## src/rtl/sdr_burst_pkg.sv

```systemverilog
// Shared definitions for the column burst data path.
// Assumes: command decode needs only four outcomes.
package sdr_burst_pkg;
    typedef enum logic [1:0] {
        CMD_NOP   = 2'd0,
        CMD_READ  = 2'd1,
        CMD_WRITE = 2'd2,
        CMD_STOP  = 2'd3
    } cmd_e;

    localparam logic [2:0] BL_FULL = 3'd7;
endpackage

```

## src/rtl/sdr_cmd_decode.sv

```systemverilog
// Turns the four command pins into a column-path command.
// Assumes: row and bank commands are handled elsewhere and count as no-ops here.
module sdr_cmd_decode
    import sdr_burst_pkg::*;
(
    input  logic cs_n,
    input  logic ras_n,
    input  logic cas_n,
    input  logic we_n,
    output cmd_e cmd
);
    // Decode the selected pin pattern; a deselected chip is a no-op.
    always_comb begin
        cmd = CMD_NOP;
        if (!cs_n) begin
            case ({ras_n, cas_n, we_n})
                3'b101:  cmd = CMD_READ;
                3'b100:  cmd = CMD_WRITE;
                3'b110:  cmd = CMD_STOP;
                default: cmd = CMD_NOP;
            endcase
        end
    end
endmodule

```

## src/rtl/sdr_col_gen.sv

```systemverilog
// Column sequencer: produces one beat per clock with wrap inside the burst block.
// Assumes: COL_W >= 3 so that a burst of eight fits; a command beat uses the pins' column directly.
module sdr_col_gen
    import sdr_burst_pkg::*;
#(
    parameter int COL_W = 5
) (
    input  logic             clk,
    input  logic             rst_n,
    input  cmd_e             cmd,
    input  logic [COL_W-1:0] col,
    input  logic [2:0]       bl_code,
    output logic             beat_vld,
    output logic             beat_wr,
    output logic [COL_W-1:0] beat_col
);
    logic [COL_W-1:0] mask;
    logic [COL_W-1:0] nxt_col;
    logic [COL_W-1:0] cur_q;
    logic [COL_W-1:0] left_q;
    logic             act_q;
    logic             wr_q;
    logic             full_page;

    // Block mask from the burst length code (BL minus one).
    always_comb begin
        case (bl_code)
            3'd1:    mask = COL_W'(1);
            3'd2:    mask = COL_W'(3);
            3'd3:    mask = COL_W'(7);
            BL_FULL: mask = '1;
            default: mask = '0;
        endcase
    end

    assign full_page = (bl_code == BL_FULL);

    // Beat of the current cycle: a command beat wins over a running burst.
    always_comb begin
        beat_vld = act_q;
        beat_wr  = wr_q;
        beat_col = cur_q;
        if (cmd == CMD_READ || cmd == CMD_WRITE) begin
            beat_vld = 1'b1;
            beat_wr  = (cmd == CMD_WRITE);
            beat_col = col;
        end else if (cmd == CMD_STOP) begin
            beat_vld = 1'b0;
        end
    end

    // Next column keeps the block bits and wraps the low bits.
    assign nxt_col = (beat_col & ~mask) | ((beat_col + COL_W'(1)) & mask);

    // Burst state: start, advance, count down, or stop.
    always_ff @(posedge clk) begin
        if (!rst_n) begin
            act_q  <= 1'b0;
            wr_q   <= 1'b0;
            cur_q  <= '0;
            left_q <= '0;
        end else begin
            case (cmd)
                CMD_READ, CMD_WRITE: begin
                    act_q  <= (mask != '0);
                    wr_q   <= (cmd == CMD_WRITE);
                    cur_q  <= nxt_col;
                    left_q <= mask;
                end
                CMD_STOP: begin
                    act_q <= 1'b0;
                end
                default: begin
                    if (act_q) begin
                        cur_q <= nxt_col;
                        if (!full_page) begin
                            left_q <= left_q - COL_W'(1);
                            if (left_q == COL_W'(1)) begin
                                act_q <= 1'b0;
                            end
                        end
                    end
                end
            endcase
        end
    end
endmodule

```

## src/rtl/sdr_rd_pipe.sv

```systemverilog
// Read latency pipeline with the two-clock output mask.
// Assumes: cl of 0 acts as 1 and values above MAX_CL act as MAX_CL; flush drops all in-flight words.
module sdr_rd_pipe #(
    parameter int DATA_W = 16,
    parameter int MAX_CL = 3,
    parameter int CL_W   = $clog2(MAX_CL + 1)
) (
    input  logic              clk,
    input  logic              rst_n,
    input  logic              issue,
    input  logic [DATA_W-1:0] issue_data,
    input  logic              flush,
    input  logic              dqm,
    input  logic [CL_W-1:0]   cl,
    output logic [DATA_W-1:0] dout,
    output logic              dout_oe
);
    logic [MAX_CL:1]   vld_q;
    logic [DATA_W-1:0] dat_q [1:MAX_CL];
    logic [1:0]        dqm_q;
    logic [CL_W-1:0]   sel;

    // First stage captures the word fetched at the issue edge.
    always_ff @(posedge clk) begin
        if (!rst_n) begin
            vld_q[1] <= 1'b0;
            dat_q[1] <= '0;
        end else begin
            vld_q[1] <= issue & ~flush;
            dat_q[1] <= issue_data;
        end
    end

    // Later stages shift the word along, one per clock.
    for (genvar j = 2; j <= MAX_CL; j++) begin : g_stage
        always_ff @(posedge clk) begin
            if (!rst_n) begin
                vld_q[j] <= 1'b0;
                dat_q[j] <= '0;
            end else begin
                vld_q[j] <= vld_q[j-1] & ~flush;
                dat_q[j] <= dat_q[j-1];
            end
        end
    end

    // Mask history: bit 1 holds the value sampled two edges back.
    always_ff @(posedge clk) begin
        if (!rst_n) begin
            dqm_q <= '0;
        end else begin
            dqm_q <= {dqm_q[0], dqm};
        end
    end

    // Pick the stage that matches the latency and gate with the delayed mask.
    always_comb begin
        if (cl == '0) begin
            sel = CL_W'(1);
        end else if (cl > CL_W'(MAX_CL)) begin
            sel = CL_W'(MAX_CL);
        end else begin
            sel = cl;
        end
        dout_oe = vld_q[sel] & ~dqm_q[1];
        dout    = dout_oe ? dat_q[sel] : '0;
    end
endmodule

```

## src/rtl/sdr_burst_path.sv

```systemverilog
// Top of the column burst data path: decode, column sequencing, row storage, read pipeline.
// Assumes: one open row of 2^COL_W words; bank timing is met by the caller.
module sdr_burst_path
    import sdr_burst_pkg::*;
#(
    parameter int  COL_W  = 5,
    parameter int  DATA_W = 16,
    parameter int  MAX_CL = 3,
    localparam int CL_W   = $clog2(MAX_CL + 1),
    localparam int DEPTH  = 1 << COL_W
) (
    input  logic              clk,
    input  logic              rst_n,
    input  logic              cs_n,
    input  logic              ras_n,
    input  logic              cas_n,
    input  logic              we_n,
    input  logic [COL_W-1:0]  col,
    input  logic              dqm,
    input  logic [DATA_W-1:0] din,
    input  logic [2:0]        bl_code,
    input  logic [CL_W-1:0]   cl,
    output logic [DATA_W-1:0] dout,
    output logic              dout_oe
);
    cmd_e              cmd;
    logic              beat_vld;
    logic              beat_wr;
    logic [COL_W-1:0]  beat_col;
    logic [DATA_W-1:0] mem_q [DEPTH];

    sdr_cmd_decode u_dec (
        .cs_n  (cs_n),
        .ras_n (ras_n),
        .cas_n (cas_n),
        .we_n  (we_n),
        .cmd   (cmd)
    );

    sdr_col_gen #(.COL_W(COL_W)) u_col (
        .clk      (clk),
        .rst_n    (rst_n),
        .cmd      (cmd),
        .col      (col),
        .bl_code  (bl_code),
        .beat_vld (beat_vld),
        .beat_wr  (beat_wr),
        .beat_col (beat_col)
    );

    // Row storage: clear on reset, unmasked write beats store din.
    always_ff @(posedge clk) begin
        if (!rst_n) begin
            for (int i = 0; i < DEPTH; i++) begin
                mem_q[i] <= '0;
            end
        end else if (beat_vld && beat_wr && !dqm) begin
            mem_q[beat_col] <= din;
        end
    end

    sdr_rd_pipe #(.DATA_W(DATA_W), .MAX_CL(MAX_CL), .CL_W(CL_W)) u_pipe (
        .clk        (clk),
        .rst_n      (rst_n),
        .issue      (beat_vld & ~beat_wr),
        .issue_data (mem_q[beat_col]),
        .flush      (cmd == CMD_WRITE),
        .dqm        (dqm),
        .cl         (cl),
        .dout       (dout),
        .dout_oe    (dout_oe)
    );
endmodule

```

## config.mk

```make
export PLATFORM = sky130hd
export DESIGN_NAME = sdr_burst_path
export DESIGN_NICKNAME = d
export VERILOG_FILES = /design/src/rtl/sdr_burst_pkg.sv /design/src/rtl/sdr_cmd_decode.sv /design/src/rtl/sdr_col_gen.sv /design/src/rtl/sdr_rd_pipe.sv /design/src/rtl/sdr_burst_path.sv
export SDC_FILE = /design/constraint.sdc
export NUM_CORES = 1
export LEC_CHECK = 0
export BUFFER_PORTS_ARGS = -buffer_cell sky130_fd_sc_hd__buf_2
export CAP_MARGIN = 30
export CORE_MARGIN = 5
export CORE_UTILIZATION = 63
export DETAILED_ROUTE_END_ITERATION = 6
export PLACE_DENSITY = 0.8
export SLEW_MARGIN = 0
export SYNTH_ARGS = -nofsm -noshare
export SYNTH_HDL_FRONTEND = slang
export SYNTH_SLANG_ARGS = --single-unit
export TNS_END_PERCENT = 1
```

## constraint.sdc

```tcl
create_clock -name clk -period 5.5 [get_ports clk]
set_input_delay 0.55 -clock clk [delete_from_list [all_inputs] [get_ports clk]]
set_output_delay 0.55 -clock clk [all_outputs]
set_load 0.05 [all_outputs]
```

==> impl_metrics.ini <==
[clock_tree]
cts_buffer_depth = 3
cts-htree-levels = 2
cts_tree = built
clkLatencyLatePin_ps = 620
root_buffer = clkbuf_16
hold_buffers = 0
cts_sinks = 577
cts_made_buffers = 58
postCtsSetupBuffers = 0
ctsResizeCount = 0
path_clk_slew_ps = 60

[yosys]
async_reset_ff_share_pct = 0
synth_xor_xnor_area_share_pct = 0.0979
syn_inst = 2196
postSynthAreaPerCell_um2 = 12.2
synth_top_area_cell = edfxtp_1
synthAdderAreaFrac_pct = 0.457
seq_area_frac_synth_pct = 62.1
ys_top_cells_by_area = edfxtp_1 57%, and2_1 13%, mux2i_1 7.3%, dfxtp_1 4.8%, o22ai_1 2.2%
syn_area_um2 = 26800
synth_compound_area_share_pct = 8.21
ys_ff_latch = 577
synth.top_cell.area_share_pct = 57.3
synthesis.nets = 2238
ys.flop_type = edfxtp_1
synth_cell_types = 64
yosys_warnings = 0
yosys.area_share.simple_pct = 18.6
synth.area.mux_share_pct = 7.41
synth-edff-count = 512
synth_top_family_by_area = simple AND/OR/NAND/NOR gates

[route]
first_pass_iters = 6
drt_iter0_markers = 2557
drt-total-wl_um = 67000
drc = 0
vias = 17600
via_per_inst = 6.36
wire_per_inst_um = 24.1
drtAntennaViolNets = 0

[finish]
fill_cells = 2841
fin_util_pct = 69.7
nets = 2234
diodes = 0
syn_to_final_growth_pct = 9.20
drive_gt1_share_pct = 9.79
fin_cells = 2776

[critical_path]
critical_path.max_stage_delay_ps = 900
critPathRequiredTime_ps = 5970
worst-setup-path-type = input pin to flop
cp-startpoint = cs_n
crit_arrival_ps = 4360
regToRegStartpoint = u_col.cur_q[0]$_SDFFE_PN0P_
cp_cell_sequence = buf_2 -> nand2b_1 -> nor2_1 -> ha_1 -> buf_4 -> mux2_4 -> buf_4 -> ha_1 -> nand2_1 -> nor2_1 -> and2_1
start_kind = input pin
crit_fanout = 50
cp_slowest_cell = nor2_1
critPathCaptureType = flop

[sta]
holdWs_ps = 205
grt_setup_unrepaired = false
period_minus_slack_ps = 3890
setup_violations = 0
fmax_ghz = 0.257
fin_crit_sh_pct = 70.7
worstMarginPinSlew_ps = 1070
fin_skew_ps = 26.2
fin_ws_ps = 1610
slew_headroom_pct = 28.5
finalMaxSlewViolations = 0
fin_setup_tns_ps = 0
hold_violations = 0

[placed_design]
pre_cts_slack_ps = 1070
gp_congestion = 0.899
portBuffers = 49
dp_cells = 2670
dpl.hpwl_um = 42700

[pwr]
p_leak_uw = 0.0115
power_density_nw_per_um2 = 328
vdd_drop_max_v = 0.000335

[outcome]
outcome = complete, no violations

[global_route]
grt_pass1_vias = 17000
track_usage_pct = 28.4
antenna_found_initial = 1
grt_max_degree = 69
grt_overflow = 0
grt_pass1_wl_um = 103000

[floorplan]
core.rowCount = 75
core_um2 = 42000
die_h_um = 216
start_util_pct = 63.9
die_area_um2 = 46800
fp.dieW_um = 216
pin_count = 50

[hold_path]
hold_path.class = input pin to flop
holdCritStartpoint = dqm

[job]
maxCapViolCount = 0
## final timing paths
check                                 to  slack (ps)  depth (start not counted)
min reg2reg   u_pipe.dqm_q[1]$_SDFF_PN0_         430                          1
min           u_pipe.dqm_q[0]$_SDFF_PN0_         200                          2
max          mem_q[29][11]$_SDFFCE_PN0P_        1610                         11
max reg2reg  mem_q[29][11]$_SDFFCE_PN0P_        2250                          6
## per-layer routing
| layer | track usage [%] | vias to the layer above | routed length, µm |
|---|---|---|---|
| met2 | 44.0 | 1013 | 30700 |
| met3 | 5.48 | 114 | 7620 |
| met5 | 0 | - | 13 |
| li1 | - | 7918 | - |
| met4 | 7.50 | 2 | 1730 |
| met1 | 41.9 | 8600 | 26900 |
## per-stage QoR
step	instance area, µm²	power (µW)
after detailed placement	27600	5960
after global placement	27600	5930
final	29300	9620
after CTS	29300	9630
after global routing	29300	9910
after floorplan	26800	5670
## sequential cells by signal (all words and copies together) (netlist names)
signal and cells:
u_col.left_q 5, u_pipe.dat_q 48, u_col.act_q 1, mem_q 512
u_col.cur_q 5, u_pipe.dqm_q 2, u_col.wr_q 1, u_pipe.vld_q 3
## worst max-delay path, delay by kind of cell
| kind | cells | cell delay, ps |
|---|---|---|
| and+or+nand+nor | 5 | 1940 |
| adders and majority gates | 2 | 540 |
| buffers and inverters | 3 | 860 |
| muxes | 1 | 420 |
## synth_stat cells, drive strengths merged, types with 16 or more instances
cell / instances
mux2i: 196
buf: 38
a311o: 16
nor4: 34
a211oi: 17
nor2: 124
o22ai: 95
clkbuf: 145
nand2b: 37
o21ai: 103
nand2: 77
and2: 546
a22oi: 16
nor3: 19
edfxtp: 512
a31oi: 20
dfxtp: 65
o32ai: 20
a21oi: 41
## placed cells by master (no fill, tap or decap), types with 22 or more instances in the layout
master / instances
a21oi_1: 40
and2_1: 546
buf_2: 49
buf_4: 68
clkbuf_1: 22
clkbuf_16: 59
dfxtp_1: 65
edfxtp_1: 512
mux2i_1: 195
nand2_1: 77
nand2b_1: 37
nor2_1: 119
nor4_1: 34
o21ai_0: 58
o21ai_1: 40
o22ai_1: 95
## power by group
part           total, µW  internal (µW)  switching (µW)
clock network       3740           2110            1620
logic                894            292             603
registers           4990           4920            67.6
total               9620           7330            2290
## cell families after synthesis
kind of cell	count (synthesis)
AND/OR/NAND/NOR	871
adder cells (fa/ha/maj)	10
AO/OA/AOI/OAI	343
flip-flops	577
buffers and inverters	195
multiplexers	197
XOR/XNOR	3
## area by class of cell
class                      count  area [µm²]  share of cell area (%)
clock buffer                  85        1610                    5.50
multi-input combinational   1424        9350                    31.9
tap                          539         674                    2.30
inverter                      12        57.6                   0.196
clock inverter                20         149                   0.508
timing repair buffer         119         796                    2.71
sequential                   577       16700                    56.9
No activity file was read; power rests on OpenSTA's default activity.
